`src/rtl/gs_pkg.sv`:
```
package gs_pkg;

    typedef enum logic [1:0] {
        ST_IDLE  = 2'd0,
        ST_RUN   = 2'd1,
        ST_DRAIN = 2'd2
    } gs_state_e;

    typedef enum logic {
        OP_GATHER  = 1'b0,
        OP_SCATTER = 1'b1
    } gs_op_e;

endpackage

```
`src/rtl/gs_sequencer.sv`:
```
module gs_sequencer
    import gs_pkg::*;
#(
    parameter int LANES  = 8,
    parameter int LANE_W = $clog2(LANES),
    parameter int LEN_W  = $clog2(LANES + 1)
) (
    input  logic              clk,
    input  logic              rst_n,
    input  logic              cmd_start,
    input  logic              cmd_op,
    input  logic [LEN_W-1:0]  cmd_len,
    input  logic [LANES-1:0]  cmd_mask,
    output logic              busy,
    output logic              done,
    output logic              issue_en,
    output logic              issue_scatter,
    output logic [LANE_W-1:0] issue_lane,
    output logic              cap_en,
    output logic [LANE_W-1:0] cap_lane
);

    localparam logic [LEN_W-1:0] MAX_LEN = LEN_W'(LANES);

    typedef struct packed {
        gs_state_e         state;
        gs_op_e            op;
        logic [LANE_W-1:0] el;
        logic [LANE_W-1:0] last;
        logic [LANES-1:0]  mask;
        logic              cap_vld;
        logic [LANE_W-1:0] cap_lane;
        logic              done;
    } seq_s;

    localparam seq_s SEQ_RST = '{
        state:    ST_IDLE,
        op:       OP_GATHER,
        el:       '0,
        last:     '0,
        mask:     '0,
        cap_vld:  1'b0,
        cap_lane: '0,
        done:     1'b0
    };

    seq_s seq_d, seq_q;
    logic [LEN_W-1:0] eff_len;

    always_comb begin
        eff_len = (cmd_len > MAX_LEN) ? MAX_LEN : cmd_len;
        seq_d = seq_q;
        seq_d.done = 1'b0;
        seq_d.cap_vld = 1'b0;
        unique case (seq_q.state)
            ST_IDLE: begin
                if (cmd_start) begin
                    if (eff_len == '0) begin
                        seq_d.done = 1'b1;
                    end else begin
                        seq_d.state = ST_RUN;
                        seq_d.op    = gs_op_e'(cmd_op);
                        seq_d.el    = '0;
                        seq_d.last  = LANE_W'(eff_len - 1'b1);
                        seq_d.mask  = cmd_mask;
                    end
                end
            end
            ST_RUN: begin
                // a gathered word comes back one cycle after its address
                if (seq_q.op == OP_GATHER && seq_q.mask[seq_q.el]) begin
                    seq_d.cap_vld  = 1'b1;
                    seq_d.cap_lane = seq_q.el;
                end
                if (seq_q.el == seq_q.last) begin
                    if (seq_q.op == OP_GATHER) begin
                        seq_d.state = ST_DRAIN;
                    end else begin
                        seq_d.state = ST_IDLE;
                        seq_d.done  = 1'b1;
                    end
                end else begin
                    seq_d.el = seq_q.el + 1'b1;
                end
            end
            ST_DRAIN: begin
                seq_d.state = ST_IDLE;
                seq_d.done  = 1'b1;
            end
            default: seq_d = SEQ_RST;
        endcase
    end

    always_ff @(posedge clk or negedge rst_n) begin
        if (!rst_n) seq_q <= SEQ_RST;
        else        seq_q <= seq_d;
    end

    assign busy          = (seq_q.state != ST_IDLE);
    assign done          = seq_q.done;
    assign issue_en      = (seq_q.state == ST_RUN) && seq_q.mask[seq_q.el];
    assign issue_scatter = (seq_q.op == OP_SCATTER);
    assign issue_lane    = seq_q.el;
    assign cap_en        = seq_q.cap_vld;
    assign cap_lane      = seq_q.cap_lane;

endmodule

```
`src/rtl/gs_vec_store.sv`:
```
module gs_vec_store #(
    parameter int LANES  = 8,
    parameter int DATA_W = 16,
    parameter int ADDR_W = 6,
    parameter int LANE_W = $clog2(LANES)
) (
    input  logic              clk,
    input  logic              rst_n,
    input  logic              busy,
    input  logic              cap_en,
    input  logic [LANE_W-1:0] cap_lane,
    input  logic [DATA_W-1:0] cap_data,
    input  logic              host_wr_data_en,
    input  logic              host_wr_idx_en,
    input  logic [LANE_W-1:0] host_wr_lane,
    input  logic [DATA_W-1:0] host_wr_data,
    input  logic [ADDR_W-1:0] host_wr_idx,
    input  logic [LANE_W-1:0] eng_lane,
    output logic [DATA_W-1:0] eng_data,
    output logic [ADDR_W-1:0] eng_idx,
    input  logic [LANE_W-1:0] host_rd_lane,
    output logic [DATA_W-1:0] host_rd_data,
    output logic [ADDR_W-1:0] host_rd_idx
);

    logic [DATA_W-1:0] data_arr [LANES];
    logic [ADDR_W-1:0] idx_arr  [LANES];

    for (genvar l = 0; l < LANES; l++) begin : g_lane
        logic [DATA_W-1:0] data_d, data_q;
        logic [ADDR_W-1:0] idx_d,  idx_q;
        logic              host_hit;

        always_comb begin
            host_hit = !busy && (host_wr_lane == LANE_W'(l));
            data_d   = data_q;
            idx_d    = idx_q;
            if (cap_en && cap_lane == LANE_W'(l)) begin
                data_d = cap_data;
            end else if (host_hit && host_wr_data_en) begin
                data_d = host_wr_data;
            end
            if (host_hit && host_wr_idx_en) begin
                idx_d = host_wr_idx;
            end
        end

        always_ff @(posedge clk or negedge rst_n) begin
            if (!rst_n) begin
                data_q <= '0;
                idx_q  <= '0;
            end else begin
                data_q <= data_d;
                idx_q  <= idx_d;
            end
        end

        assign data_arr[l] = data_q;
        assign idx_arr[l]  = idx_q;
    end

    assign eng_data     = data_arr[eng_lane];
    assign eng_idx      = idx_arr[eng_lane];
    assign host_rd_data = data_arr[host_rd_lane];
    assign host_rd_idx  = idx_arr[host_rd_lane];

endmodule

```
`src/rtl/gs_mem_req.sv`:
```
module gs_mem_req #(
    parameter int DATA_W = 16,
    parameter int ADDR_W = 6
) (
    input  logic              issue_en,
    input  logic              issue_scatter,
    input  logic [ADDR_W-1:0] lane_idx,
    input  logic [DATA_W-1:0] lane_data,
    output logic              mem_en,
    output logic              mem_we,
    output logic [ADDR_W-1:0] mem_addr,
    output logic [DATA_W-1:0] mem_wdata
);

    // hold the bus at zero in idle and masked cycles
    always_comb begin
        mem_en    = issue_en;
        mem_we    = issue_en && issue_scatter;
        mem_addr  = issue_en ? lane_idx : '0;
        mem_wdata = (issue_en && issue_scatter) ? lane_data : '0;
    end

endmodule

```
`src/rtl/gs_unit.sv`:
```
module gs_unit #(
    parameter int LANES  = 8,
    parameter int DATA_W = 16,
    parameter int ADDR_W = 6,
    // derived widths, left at their defaults
    parameter int LANE_W = $clog2(LANES),
    parameter int LEN_W  = $clog2(LANES + 1)
) (
    input  logic              clk,
    input  logic              rst_n,
    input  logic              cmd_start,
    input  logic              cmd_op,
    input  logic [LEN_W-1:0]  cmd_len,
    input  logic [LANES-1:0]  cmd_mask,
    output logic              busy,
    output logic              done,
    output logic              mem_en,
    output logic              mem_we,
    output logic [ADDR_W-1:0] mem_addr,
    output logic [DATA_W-1:0] mem_wdata,
    input  logic [DATA_W-1:0] mem_rdata,
    input  logic              host_wr_data_en,
    input  logic              host_wr_idx_en,
    input  logic [LANE_W-1:0] host_wr_lane,
    input  logic [DATA_W-1:0] host_wr_data,
    input  logic [ADDR_W-1:0] host_wr_idx,
    input  logic [LANE_W-1:0] host_rd_lane,
    output logic [DATA_W-1:0] host_rd_data,
    output logic [ADDR_W-1:0] host_rd_idx
);

    logic              issue_en;
    logic              issue_scatter;
    logic [LANE_W-1:0] issue_lane;
    logic              cap_en;
    logic [LANE_W-1:0] cap_lane;
    logic [DATA_W-1:0] eng_data;
    logic [ADDR_W-1:0] eng_idx;

    gs_sequencer #(
        .LANES (LANES),
        .LANE_W(LANE_W),
        .LEN_W (LEN_W)
    ) u_seq (
        .clk          (clk),
        .rst_n        (rst_n),
        .cmd_start    (cmd_start),
        .cmd_op       (cmd_op),
        .cmd_len      (cmd_len),
        .cmd_mask     (cmd_mask),
        .busy         (busy),
        .done         (done),
        .issue_en     (issue_en),
        .issue_scatter(issue_scatter),
        .issue_lane   (issue_lane),
        .cap_en       (cap_en),
        .cap_lane     (cap_lane)
    );

    gs_vec_store #(
        .LANES (LANES),
        .DATA_W(DATA_W),
        .ADDR_W(ADDR_W),
        .LANE_W(LANE_W)
    ) u_store (
        .clk            (clk),
        .rst_n          (rst_n),
        .busy           (busy),
        .cap_en         (cap_en),
        .cap_lane       (cap_lane),
        .cap_data       (mem_rdata),
        .host_wr_data_en(host_wr_data_en),
        .host_wr_idx_en (host_wr_idx_en),
        .host_wr_lane   (host_wr_lane),
        .host_wr_data   (host_wr_data),
        .host_wr_idx    (host_wr_idx),
        .eng_lane       (issue_lane),
        .eng_data       (eng_data),
        .eng_idx        (eng_idx),
        .host_rd_lane   (host_rd_lane),
        .host_rd_data   (host_rd_data),
        .host_rd_idx    (host_rd_idx)
    );

    gs_mem_req #(
        .DATA_W(DATA_W),
        .ADDR_W(ADDR_W)
    ) u_mreq (
        .issue_en     (issue_en),
        .issue_scatter(issue_scatter),
        .lane_idx     (eng_idx),
        .lane_data    (eng_data),
        .mem_en       (mem_en),
        .mem_we       (mem_we),
        .mem_addr     (mem_addr),
        .mem_wdata    (mem_wdata)
    );

endmodule

```
`config.mk`:
```
export PLATFORM = sky130hd
export DESIGN_NAME = gs_unit
export DESIGN_NICKNAME = d
export VERILOG_FILES = /design/src/rtl/gs_pkg.sv /design/src/rtl/gs_sequencer.sv /design/src/rtl/gs_vec_store.sv /design/src/rtl/gs_mem_req.sv /design/src/rtl/gs_unit.sv
export SDC_FILE = /design/constraint.sdc
export NUM_CORES = 1
export LEC_CHECK = 0
export ABC_CLOCK_PERIOD_IN_PS = 2900
export BUFFER_PORTS_ARGS = -buffer_cell sky130_fd_sc_hd__buf_2
export CORE_UTILIZATION = 50
export CTS_CLUSTER_SIZE = 12
export DETAILED_ROUTE_END_ITERATION = 8
export PLACE_DENSITY = 0.69
export SKIP_LAST_GASP = 1
export SYNTH_ARGS = -nofsm -noshare
export SYNTH_HDL_FRONTEND = slang
export SYNTH_SLANG_ARGS = --single-unit
```
`constraint.sdc`:
```
create_clock -name clk -period 2.9 [get_ports clk]
set_input_delay 0.58 -clock clk [delete_from_list [all_inputs] [get_ports clk]]
set_output_delay 0.58 -clock clk [all_outputs]
set_load 0.01 [all_outputs]
```
==> results of run 1 <==
==> cells in the mapped netlist (12+ instances only) <==
master	instances
sky130_fd_sc_hd__nand3_1	12
sky130_fd_sc_hd__mux4_2	88
sky130_fd_sc_hd__a21oi_2	14
sky130_fd_sc_hd__dfrtp_1	198
sky130_fd_sc_hd__a21oi_1	99
sky130_fd_sc_hd__nand2_1	53
sky130_fd_sc_hd__buf_4	14
sky130_fd_sc_hd__buf_1	13
sky130_fd_sc_hd__buf_2	51
sky130_fd_sc_hd__mux2i_1	154
sky130_fd_sc_hd__o21ai_1	19
sky130_fd_sc_hd__mux2_2	71
sky130_fd_sc_hd__clkbuf_1	14
sky130_fd_sc_hd__nor2_1	145
==> power groups by stage <==
stage | Combinational (mW) | Sequential (mW) | Clock, mW
floorplan | 3.97 | 4.77 | 0
global placement | 4.76 | 5.13 | 0
detailed placement | 4.89 | 5.18 | 0
CTS | 4.97 | 5.14 | 2.47
global route | 5.58 | 5.34 | 2.59
finish | 5.09 | 5.15 | 2.42
==> routing by layer <==
metal	GRT usage	wire (µm)	up-vias
li1	-	-	3879
met1	0.376	13600	4325
met2	0.432	15100	278
met3	0.0443	1870	53
met4	0.0850	727	0
met5	0	0	-
==> final cells by class <==
cell class | instances | area [µm²]
Fill cell | 1989 | 9970
Multi-Input combinational cell | 724 | 6510
Sequential cell | 198 | 4960
Timing Repair Buffer | 152 | 1070
Clock buffer | 17 | 425
Tap cell | 319 | 399
Clock inverter | 15 | 180
Inverter | 6 | 22.5
Antenna cell | 1 | 2.50
==> repair_timing <==
item	4_1_cts	5_1_grt
resized for setup	2	15
cloned	1	1
buffers inserted	0	5
pin swaps	0	1
endpoints found under the setup margin	2	24
==> critical path: stages (launching register included) <==
cell,delay [ps]
sky130_fd_sc_hd__dfrtp_2,470
sky130_fd_sc_hd__buf_4,220
sky130_fd_sc_hd__nor3_4,230
sky130_fd_sc_hd__nor3_4,80
sky130_fd_sc_hd__nand3b_2,230
sky130_fd_sc_hd__buf_12,190
sky130_fd_sc_hd__nor2_1,190
sky130_fd_sc_hd__buf_2,170
==> logic make-up after synthesis <==
logic type,synth area share
adder cells (fa/ha/maj),0.00834
multiplexers,0.360
AND/OR/NAND/NOR,0.0916
buffers and inverters,0.0512
XOR/XNOR,0.00292
AO/OA/AOI/OAI,0.0733
flip-flops,0.413
==> sequential cells by signal (all words and copies together), names as in the netlist <==
name	cells
u_seq.seq_q	13
u_store.g_lane.data_q	128
u_seq.issue_scatter	1
u_seq.issue_lane	3
u_store.g_lane.idx_q	48
u_seq.cap_lane	3
u_seq.done	1
u_seq.cap_en	1
==> worst min-delay path by stage <==
stage                                from                                        to  slack (ps)  cells past startpoint
6_report                            rst_n  u_store.g_lane[6].data_q[10]$_DFFE_PN0P_         110                      1
5_1_grt                             rst_n  u_store.g_lane[7].data_q[10]$_DFFE_PN0P_         150                      1
4_1_cts                             rst_n  u_store.g_lane[7].data_q[10]$_DFFE_PN0P_         130                      1
3_5_place_dp   u_seq.seq_q[6]$_DFFE_PN0P_                u_seq.seq_q[6]$_DFFE_PN0P_         460                      2
3_3_place_gp   u_seq.seq_q[6]$_DFFE_PN0P_                u_seq.seq_q[6]$_DFFE_PN0P_         450                      2
2_1_floorplan                       rst_n                    u_seq.cap_en$_DFF_PN0_         280                      0
==> per-stage QoR <==
stage                     setup slack, ps  hold WS, ps  total power, mW  area, µm²
after floorplan                       433          284             8.74      12000
after global placement                306          452             9.89      12800
after detailed placement              281          457             10.1      12800
after CTS                           -14.5          133             12.6      13500
after global routing                -18.7          146             13.5      13600
final                                78.6          114             12.7      13600
==> placed cells by master, fill, tap and decap left out, types with 3 or more instances in the layout <==
cell type | netlist | layout
sky130_fd_sc_hd__inv_6 | 0 | 3
sky130_fd_sc_hd__a21oi_1 | 99 | 99
sky130_fd_sc_hd__clkbuf_16 | 0 | 18
sky130_fd_sc_hd__buf_4 | 14 | 29
sky130_fd_sc_hd__nor2_1 | 145 | 144
sky130_fd_sc_hd__mux2_2 | 71 | 71
sky130_fd_sc_hd__nor3_1 | 4 | 3
sky130_fd_sc_hd__a21oi_2 | 14 | 14
sky130_fd_sc_hd__nand4b_1 | 3 | 3
sky130_fd_sc_hd__mux4_2 | 88 | 88
sky130_fd_sc_hd__ha_1 | 8 | 8
sky130_fd_sc_hd__o31ai_1 | 3 | 3
sky130_fd_sc_hd__xor2_1 | 3 | 3
sky130_fd_sc_hd__nor2b_1 | 3 | 3
sky130_fd_sc_hd__nand3_1 | 12 | 12
sky130_fd_sc_hd__buf_12 | 0 | 10
sky130_fd_sc_hd__inv_8 | 0 | 5
sky130_fd_sc_hd__nor3_4 | 2 | 4
sky130_fd_sc_hd__o21ai_0 | 4 | 4
sky130_fd_sc_hd__o21ai_2 | 1 | 4
sky130_fd_sc_hd__nand2_1 | 53 | 53
sky130_fd_sc_hd__clkinv_8 | 0 | 5
sky130_fd_sc_hd__mux2i_1 | 154 | 152
sky130_fd_sc_hd__o21ai_1 | 19 | 16
sky130_fd_sc_hd__nand2b_1 | 8 | 7
sky130_fd_sc_hd__dfrtp_1 | 198 | 195
sky130_fd_sc_hd__buf_2 | 51 | 107
sky130_fd_sc_hd__inv_1 | 5 | 5
==> impl_results.md, run 1 <==
* Status: complete, no violations
* Total die area at 24600 µm²
* Number of DRC violations after detailed-routing iteration 0 at 557
* Worst setup EP type: output pin
* Relative slew margins at 0.280
* Yosys warning count at 0
* Via count at 8535
* Die height at 157 µm
* Post-synthesis average cell area at 11.6 µm²
* Area of the core region at 23500 µm²
* Clock latency of the later-clocked register in the worst-skew pair at 440 ps
* Initial antenna violation count at 1
* Pwr dens at 932 nW/µm²
* Worst Path Max Fanout at 17
* Cts-stage hold buffer count at 0
* Gate count after technology mapping at 1036
* GR Util All Layers at 0.270
* Unrepaired setup endpoints after global routing: true
* Core utilization of the finished layout at 0.577
* Global-route wire length before repair at 49.6 mm
* Startpoint type of the worst setup path: flop
* Peak ir drop on the vdd network at 0.424 mV
* Layout cell share with drive strength beyond 1 at 0.346
* Worst r2r path cells at 7
* Reg-to-reg endpoint: u_store.g_lane[5].data_q[9]$_DFFE_PN0P_
* Switching share of power at 0.361
* Detail Placement HPWL at 20.0 mm
* Routed length per placed instance at 21.8 µm
* Total number of placement rows at 56
* Leakage Power at 5.83 nW
* Root buffer cell: sky130_fd_sc_hd__clkbuf_16
* Cell Count Post-Placement at 1392
* Biggest area consumer among synthesized cells: sky130_fd_sc_hd__dfrtp_1
* Total of buffers placed on input and output ports at 109
* Max-cap violations at 0
* Number of setup violations in the final report at 0
* Share of flip-flops with an asynchronous set or reset after synthesis at 1.00
* Commonest register cell after synthesis: sky130_fd_sc_hd__dfrtp_1
* Worst setup path endpoint: mem_wdata[0]
* Starting utilization of the core area at 0.510
* Area overhead of the layout relative to synthesis at 13.1%
* Start of the worst register-to-register path: u_seq.seq_q[20]$_DFFE_PN0P_
* Internal cell power at 8.08 mW
* Number of standard cells in the final layout excluding fillers at 1432
* H-tree Lvls at 4
* EDFF count, synth at 0
* Number of nets at the end of the flow at 1169
* Highest clock frequency the design can meet at 354 MHz
* Chip width at 157 µm
* CTS clk-pin slew, worst paths at 80 ps
* Required time at the worst-slack endpoint at 2320 ps
* Vias/cell at 5.96
* Largest net degree at the start of global routing at 68
* Critical path data arrival time at 2240 ps
* Number of synthesized register bits at 198
* Synth Cell Area at 12000 µm²
* TritonCTS clock tree: built
* Setup Skew at 13.0 ps
* Final count of pins violating max slew at 0
* Crit share post-route at 0.973
* Fraction of post-synthesis cell area in the top cell type by area at 0.413
* Type of the most critical hold path: input pin to async pin
* I/O pin total at 110
* Final hold viol count at 0
* Number of search-and-repair iterations in the first detailed-routing pass at 5
* Setup slack of the worst register-to-register path at 400 ps
* Number of nets produced by synthesis at 1106
* Biggest area contributors in the synthesized netlist: sky130_fd_sc_hd__dfrtp_1, sky130_fd_sc_hd__mux4_2, sky130_fd_sc_hd__mux2i_1
* Worst-Margin Slew at 1080 ps
* Final ANT Viol Nets at 0
* Sequential share of the synthesized area at 0.413
* Fraction of power consumed by combinational cells at 0.402
* Clock Tree Buf Depth at 2
* Detailed-route DRC error count at 0
* Sequential power share at 0.407
* Crit path kind: flop to output pin
* Vias in the first global route at 8630
* Total negative setup slack at 0 ps
* Relative contribution of the clock network to total power at 0.191
* Crit path time final at 2820 ps
* Clock buffer count from CTS at 17
* GRT Residual Overflow at 0
* Global placer's final weighted congestion at 0.790
* Net switching power at 4.57 mW
* Distinct cell type count of the synthesized netlist at 54
* Timing startpoint of the critical path: u_seq.issue_lane[1]$_DFFE_PN0P_
* Clock sink total at 198
* DRT Wirelength at 31.3 mm
No activity file was read; power rests on OpenSTA's default activity.
==> run 2: changes to the inputs <==
==> constraint.sdc (replaced) <==
create_clock -name clk -period 2.9 [get_ports clk]
set_input_delay 0.29 -clock clk [delete_from_list [all_inputs] [get_ports clk]]
set_output_delay 0.29 -clock clk [all_outputs]
set_load 0.01 [all_outputs]
==> run 2 against run 1 <==
  * Global-route usage about the same
  * Core utilization shrank 0.52 points
  * Critical path type unchanged
  * Critical path depth is 2 lower
  * Worst hold slack got worse by 24 ps
  * Sequential power about the same
  * Sequential cell count stayed put
  * Maximum frequency is 1.4% higher
  * Cell area decreased by 0.90%
  * Power is 0.16% higher
==> impl_results.md, run 2 (same netlist as run 1, synthesis figures left out) <==
* Worst setup EP type: output pin (unchanged)
* Total negative setup slack at 0 ps (unchanged)
* Relative slew margins at 0.471 (was 0.280)
* Vias in the first global route at 8848 (was 8630)
* Largest net degree at the start of global routing at 82 (was 68)
* Worst-case setup margin in the final layout at 119 ps (was 78.6 ps)
* Crit path kind: flop to output pin (unchanged)
* Peak ir drop on the vdd network at 0.421 mV (was 0.424 mV)
* Crit-path max cell delay at 640 ps (was 470 ps)
* Status: complete, no violations (unchanged)
* Total of buffers placed on input and output ports at 109 (unchanged)
* Final hold viol count at 0 (unchanged)
* Initial antenna violation count at 0 (was 1)
* Clock sink total at 198 (unchanged)
* GRT Residual Overflow at 0 (unchanged)
* Area overhead of the layout relative to synthesis at 12.0% (was 13.1%)
* GR Util All Layers at 0.269 (was 0.270)
* Most used cells in the layout excluding fill and tap cells: sky130_fd_sc_hd__dfrtp_1, sky130_fd_sc_hd__mux2i_1, sky130_fd_sc_hd__nor2_1 (unchanged)
* Total die area at 24600 µm² (unchanged)
* Global placer's final weighted congestion at 0.772 (was 0.790)
* Relative contribution of the clock network to total power at 0.201 (was 0.191)
* Setup Skew at 7.57 ps (was 13.0 ps)
* Pwr dens at 942 nW/µm² (was 932 nW/µm²)
* DRT Wirelength at 31.4 mm (was 31.3 mm)
* Die height at 157 µm (unchanged)
* Library cell contributing the largest single delay on the critical path: sky130_fd_sc_hd__buf_4 (was sky130_fd_sc_hd__dfrtp_2)
* Worst Path Max Fanout at 48 (was 17)
* Cell Count Post-Placement at 1395 (was 1392)
* Top Registers: u_store.g_lane.data_q: 128 flops, u_store.g_lane.idx_q: 48 flops, u_seq.seq_q: 13 flops (unchanged)
* Critical path data arrival time at 2490 ps (was 2240 ps)
* Leakage Power at 5.79 nW (was 5.83 nW)
* Number of setup violations in the final report at 0 (unchanged)
* Internal cell power at 8.21 mW (was 8.08 mW)
* Most flop-heavy register: u_store.g_lane.data_q (unchanged)
* CTS clk-pin slew, worst paths at 70 ps (was 80 ps)
* Detailed-route DRC error count at 0 (unchanged)
* Number of standard cells in the final layout excluding fillers at 1428 (was 1432)
* Final ANT Viol Nets at 0 (unchanged)
* Clock buffer count from CTS at 17 (unchanged)
* Chip width at 157 µm (unchanged)
* Final Power at 12.7 mW (about the same)
* Startpoint type of the worst setup path: flop (unchanged)
* Total number of placement rows at 56 (unchanged)
* Detail Placement HPWL at 20.5 mm (was 20.0 mm)
* Max-cap violations at 0 (unchanged)
* Fraction of power consumed by combinational cells at 0.391 (was 0.402)
* Area of the core region at 23500 µm² (unchanged)
* Post-CTS setup buffers at 0 (unchanged)
* Number of DRC violations after detailed-routing iteration 0 at 587 (was 557)
* Crit-path cells: buf_4, mux4_2, mux2i_1, nor2_1, buf_2 (was buf_4, nor3_4, nor3_4, nand3b_2, buf_12, nor2_1, buf_2)
* Bufs and invs on worst path at 2 (was 3)
* Number of fillers in the final layout at 2032 (was 1989)
* Dpl ws at 599 ps (was 281 ps)
* Routed length per placed instance at 22.0 µm (was 21.8 µm)
* Vias/cell at 6.04 (was 5.96)
* Number of nets at the end of the flow at 1166 (was 1169)
* Clock Tree Buf Depth at 2 (unchanged)
* Global-route wire length before repair at 49.5 mm (was 49.6 mm)
* I/O pin total at 110 (unchanged)
* Highest clock frequency the design can meet at 360 MHz (was 354 MHz)
* Crit path time final at 2780 ps (was 2820 ps)
* Via count at 8624 (was 8535)
* Antenna diode count at 0 (was 1)
* TritonCTS clock tree: built (unchanged)
* Net switching power at 4.46 mW (was 4.57 mW)
* H-tree Lvls at 4 (unchanged)
* Number of search-and-repair iterations in the first detailed-routing pass at 4 (was 5)
* Switching share of power at 0.352 (was 0.361)
* Worst-Margin Slew at 793 ps (was 1080 ps)
* Layout cell share with drive strength beyond 1 at 0.339 (was 0.346)
* Required time at the worst-slack endpoint at 2610 ps (was 2320 ps)
* Starting utilization of the core area at 0.510 (unchanged)
* Clock latency of the later-clocked register in the worst-skew pair at 430 ps (was 440 ps)
* Crit share post-route at 0.959 (was 0.973)
* Type of the most critical hold path: input pin to flop (was input pin to async pin)
* CP top delay family: buffers and inverters (was simple AND/OR/NAND/NOR gates)
* Unrepaired setup endpoints after global routing: false (was true)
* Root buffer cell: sky130_fd_sc_hd__clkbuf_16 (unchanged)
* Sequential power share at 0.408 (was 0.407)
* Final count of pins violating max slew at 0 (unchanged)
* Max reg flops at 128 (unchanged)
* Most frequent standard cell in the layout excluding fill and tap cells: sky130_fd_sc_hd__dfrtp_1 (unchanged)
-- run 2: cell count changes in the layout (fill, tap and decap cells not counted), moves of 2 or more --
cell,change
sky130_fd_sc_hd__bufinv_16,+3
sky130_fd_sc_hd__nor3_4,-2
sky130_fd_sc_hd__clkinv_8,-5
sky130_fd_sc_hd__buf_16,-2
sky130_fd_sc_hd__buf_6,-2
sky130_fd_sc_hd__mux2i_1,+2
sky130_fd_sc_hd__buf_4,+2
sky130_fd_sc_hd__inv_8,-3
sky130_fd_sc_hd__clkinv_4,+3
-- run 2: timing repair --
item                      in CTS  in global routing
hold endpoints to repair      78                  0
hold buffers                   1                  0
gates resized for setup        0                  0
-- run 2: final cells by class --
cell class              instances  area, µm²  share of cell area
clock buffers                  18        439              0.0326
well taps                     319        399              0.0297
multi-input cells             724       6470               0.481
clock inverters                14        188              0.0140
inverters                       6       22.5             0.00167
repair buffers                149        972              0.0723
flip-flops and latches        198       4960               0.369
-- run 2: path summary, 6_finish.rpt --
kind / slack [ps] / start / to / cells after the start
max: 120 / u_seq.issue_lane[1]$_DFFE_PN0P_ / mem_wdata[5] / 5
min in group asynchronous: 470 / rst_n / u_store.g_lane[6].data_q[11]$_DFFE_PN0P_ / 2
max reg2reg: 640 / u_seq.seq_q[20]$_DFFE_PN0P_ / u_store.g_lane[2].data_q[0]$_DFFE_PN0P_ / 7
min: 90 / cmd_mask[7] / u_seq.seq_q[12]$_DFFE_PN0P_ / 3
max in group asynchronous: 1610 / rst_n / u_seq.issue_lane[0]$_DFFE_PN0P_ / 3
min reg2reg: 470 / u_seq.seq_q[9]$_DFFE_PN0P_ / u_seq.seq_q[9]$_DFFE_PN0P_ / 2
-- run 2: per-layer routing --
layer / vias up / GRT usage / wire length [µm]
li1: 3861 / - / -
met1: 4442 / 0.370 / 13900
met2: 255 / 0.434 / 15200
met3: 66 / 0.0374 / 1280
met4: 0 / 0.107 / 922
met5: - / 0 / 0
-- run 2: through the flow --
step / instance area (µm²) / utilization / hold slack (ps)
after floorplan: 12000 / - / -5.59
after global routing: 13500 / 0.571 / 92.1
after detailed placement: 12800 / 0.544 / 395
final: 13500 / 0.571 / 90.3
after global placement: 12800 / 0.544 / 398
after CTS: 13500 / 0.571 / 80.4
-- run 2: tightest hold or removal path, delay by kind of cell --
| kind | cells | cell delay, ps |
|---|---|---|
| AND/OR/NAND/NOR | 2 | 120 |
| buffers and inverters | 1 | 80 |
-- run 2: power groups by stage --
stage	clock [mW]	sequential (mW)	combinational, mW
after detailed placement	0	5.16	4.97
after global placement	0	5.08	4.85
final	2.55	5.17	4.96
after global routing	2.69	5.34	5.43
after floorplan	0	4.77	3.97
after CTS	2.59	5.13	4.99
==> run 3: changes to the inputs <==
--- a/config.mk
+++ b/config.mk
@@ -7,6 +7,7 @@
 export LEC_CHECK = 0
 export ABC_CLOCK_PERIOD_IN_PS = 2900
 export BUFFER_PORTS_ARGS = -buffer_cell sky130_fd_sc_hd__buf_2
+export CORE_ASPECT_RATIO = 1.25
 export CORE_UTILIZATION = 50
 export CTS_CLUSTER_SIZE = 12
 export DETAILED_ROUTE_END_ITERATION = 8
==> run 3 against run 2 <==
  * Wire length grew 0.89%
  * First-iteration DRC count down 16%
  * Critical path depth did not move
  * Worst hold slack improved by 0.93 ps
  * Clock skew rose by 1.9 ps
  * Clock-buffer cell count increased by 2
  * Die area about the same
  * Sequential cell count unchanged
  * Cell area shrank 1.0%
  * Critical path type unchanged
  * Combinational power increased by 0.8%
  * Highest routed layer is now met5
==> impl_results.md, run 3 (same netlist as run 1, synthesis figures left out) <==
* Most flop-heavy register: u_store.g_lane.data_q (unchanged)
* Chip width at 141 µm (was 157 µm)
* Post-CTS setup buffers at 0 (unchanged)
* Number of search-and-repair iterations in the first detailed-routing pass at 5 (was 4)
* Relative slew margins at 0.494 (was 0.471)
* Min-Delay Startpoint: cmd_mask[4] (was cmd_mask[7])
* Number of nets at the end of the flow at 1163 (was 1166)
* Sequential power share at 0.411 (was 0.408)
* Hold worst-path end: u_seq.seq_q[9]$_DFFE_PN0P_ (was u_seq.seq_q[12]$_DFFE_PN0P_)
* Critical path data arrival time at 2480 ps (was 2490 ps)
* Leakage Power at 5.73 nW (was 5.79 nW)
* Total number of placement rows at 63 (was 56)
* Via count at 8554 (was 8624)
* Clock Tree Buf Depth at 2 (unchanged)
* Global-route wire length before repair at 49.5 mm (about the same)
* Setup slack of the worst register-to-register path at 670 ps (was 640 ps)
* GR Util All Layers at 0.268 (was 0.269)
* Internal cell power at 8.03 mW (was 8.21 mW)
* Core utilization of the finished layout at 0.563 (was 0.571)
* Area overhead of the layout relative to synthesis at 10.9% (was 12.0%)
* Crit path kind: flop to output pin (unchanged)
* Vias in the first global route at 8666 (was 8848)
* Top Registers: u_store.g_lane.data_q: 128 flops, u_store.g_lane.idx_q: 48 flops, u_seq.seq_q: 13 flops (unchanged)
* Startpoint type of the worst setup path: flop (unchanged)
* Starting utilization of the core area at 0.508 (was 0.510)
* Bufs and invs on worst path at 2 (unchanged)
* Layout cell share with drive strength beyond 1 at 0.336 (was 0.339)
* Crit-path max cell delay at 550 ps (was 640 ps)
* DRT Wirelength at 31.6 mm (was 31.4 mm)
* Max-cap violations at 0 (unchanged)
* Largest net degree at the start of global routing at 80 (was 82)
* Library cell contributing the largest single delay on the critical path: sky130_fd_sc_hd__mux4_2 (was sky130_fd_sc_hd__buf_4)
* Crit path time final at 2770 ps (was 2780 ps)
* Reg-to-reg endpoint: u_store.g_lane[3].data_q[4]$_DFFE_PN0P_ (was u_store.g_lane[2].data_q[0]$_DFFE_PN0P_)
* Clock latency of the later-clocked register in the worst-skew pair at 430 ps (about the same)
* CP top delay family: multiplexers (was buffers and inverters)
* Detail Placement HPWL at 20.0 mm (was 20.5 mm)
* Unrepaired setup endpoints after global routing: false (unchanged)
* Crit-path cells: buf_12, mux4_2, mux2i_1, nor2_1, buf_2 (was buf_4, mux4_2, mux2i_1, nor2_1, buf_2)
* Net switching power at 4.49 mW (was 4.46 mW)
* Detailed-route DRC error count at 0 (unchanged)
* Final hold viol count at 0 (unchanged)
* Worst setup EP type: output pin (unchanged)
* Global placer's final weighted congestion at 0.802 (was 0.772)
* Pwr dens at 940 nW/µm² (was 942 nW/µm²)
* Routed length per placed instance at 22.6 µm (was 22.0 µm)
* Cell depth of the worst hold path at 3 (unchanged)
* Worst Path Max Fanout at 48 (unchanged)
* Clock sink total at 198 (unchanged)
* Highest clock frequency the design can meet at 362 MHz (was 360 MHz)
* Root buffer cell: sky130_fd_sc_hd__clkbuf_16 (unchanged)
* Clock buffer count from CTS at 17 (unchanged)
* Most frequent standard cell in the layout excluding fill and tap cells: sky130_fd_sc_hd__dfrtp_1 (unchanged)
* Worst r2r path cells at 5 (was 7)
* Vias/cell at 6.10 (was 6.04)
* Number of DRC violations after detailed-routing iteration 0 at 496 (was 587)
* Number of setup violations in the final report at 0 (unchanged)
* Setup Skew at 9.43 ps (was 7.57 ps)
* TritonCTS clock tree: built (unchanged)
* Area of the core region at 23600 µm² (was 23500 µm²)
* Peak ir drop on the vdd network at 0.504 mV (was 0.421 mV)
* H-tree Lvls at 4 (unchanged)
* Switching share of power at 0.358 (was 0.352)
* Final ANT Viol Nets at 0 (unchanged)
* Total of buffers placed on input and output ports at 109 (unchanged)
* Final count of pins violating max slew at 0 (unchanged)
* Initial antenna violation count at 5 (was 0)
* CTS clk-pin slew, worst paths at 80 ps (was 70 ps)
* Total die area at 24600 µm² (about the same)
* Cell depth of the worst setup path at 5 (unchanged)
* GRT Residual Overflow at 0 (unchanged)
* Start of the worst register-to-register path: u_seq.cap_lane[0]$_DFFE_PN0P_ (was u_seq.seq_q[20]$_DFFE_PN0P_)
* Most used cells in the layout excluding fill and tap cells: sky130_fd_sc_hd__dfrtp_1, sky130_fd_sc_hd__mux2i_1, sky130_fd_sc_hd__nor2_1 (unchanged)
* Crit share post-route at 0.954 (was 0.959)
* Status: complete, no violations (unchanged)
* Total negative setup slack at 0 ps (unchanged)
* Die height at 175 µm (was 157 µm)
* Max reg flops at 128 (unchanged)
* Type of the most critical hold path: input pin to flop (unchanged)
* Fraction of power consumed by combinational cells at 0.400 (was 0.391)
* Worst-Margin Slew at 758 ps (was 793 ps)
* Relative contribution of the clock network to total power at 0.189 (was 0.201)
* I/O pin total at 110 (unchanged)
* Required time at the worst-slack endpoint at 2610 ps (about the same)
## run 3: final cells by class
| class | count | area (µm²) |
|---|---|---|
| Sequential cell | 198 | 4960 |
| Tap cell | 292 | 365 |
| Inverter | 6 | 22.5 |
| Clock inverter | 12 | 118 |
| Timing Repair Buffer | 146 | 913 |
| Antenna cell | 4 | 10.0 |
| Clock buffer | 20 | 457 |
| Multi-Input combinational cell | 724 | 6470 |
| Fill cell | 1954 | 10300 |
## run 3: what timing repair did
| item | in CTS | in global routing |
|---|---|---|
| hold endpoints to repair | 74 | 0 |
| hold buffers | 1 | 0 |
| endpoints found under the setup margin | 0 | 1 |
| resized for setup | 0 | 1 |
## run 3: power by group through the flow
stage,logic (mW),registers (mW),clock network (mW)
3_3_place_gp,4.88,5.04,0
5_1_grt,5.49,5.31,2.50
2_1_floorplan,3.97,4.77,0
6_report,5.00,5.15,2.36
4_1_cts,5.04,5.12,2.40
3_5_place_dp,5.01,5.14,0
## run 3: worst max-delay path by stage
stage | from | to | slack, ps
after global routing | u_seq.issue_lane[0]$_DFFE_PN0P_ | mem_wdata[14] | 10
final | u_seq.issue_lane[0]$_DFFE_PN0P_ | mem_wdata[14] | 130
after global placement | u_seq.issue_lane[1]$_DFFE_PN0P_ | mem_wdata[14] | 560
after floorplan | host_rd_lane[0] | host_rd_data[0] | 1010
after CTS | u_seq.issue_lane[1]$_DFFE_PN0P_ | mem_wdata[14] | 80
after detailed placement | u_seq.issue_lane[1]$_DFFE_PN0P_ | mem_wdata[14] | 550
## run 3: metrics by stage
| step | hold slack [ps] | area, µm² | cells | total power [mW] | setup slack, ps |
|---|---|---|---|---|---|
| 2_1_floorplan | -5.59 | 12000 | 1036 | 8.74 | 1010 |
| 3_3_place_gp | 376 | 12700 | 1365 | 9.92 | 563 |
| 3_5_place_dp | 375 | 12700 | 1365 | 10.2 | 554 |
| 4_1_cts | 80.9 | 13300 | 1398 | 12.6 | 80.2 |
| 5_1_grt | 81.3 | 13300 | 1398 | 13.3 | 12.1 |
| 6_report | 91.2 | 13300 | 1402 | 12.5 | 134 |
## run 3: worst min-delay path, stage by stage
cell and delay [ps]:
sky130_fd_sc_hd__buf_2 80, sky130_fd_sc_hd__nand3_1 60, sky130_fd_sc_hd__nand2_1 60
## run 3: layer usage
layer  vias to the layer above  GRT usage  share of wire
met5                         -          0        0.00066
met2                       292      0.448           0.50
li1                       3863          -              -
met3                        49     0.0575          0.063
met1                      4346      0.351           0.42
met4                         4     0.0788          0.021
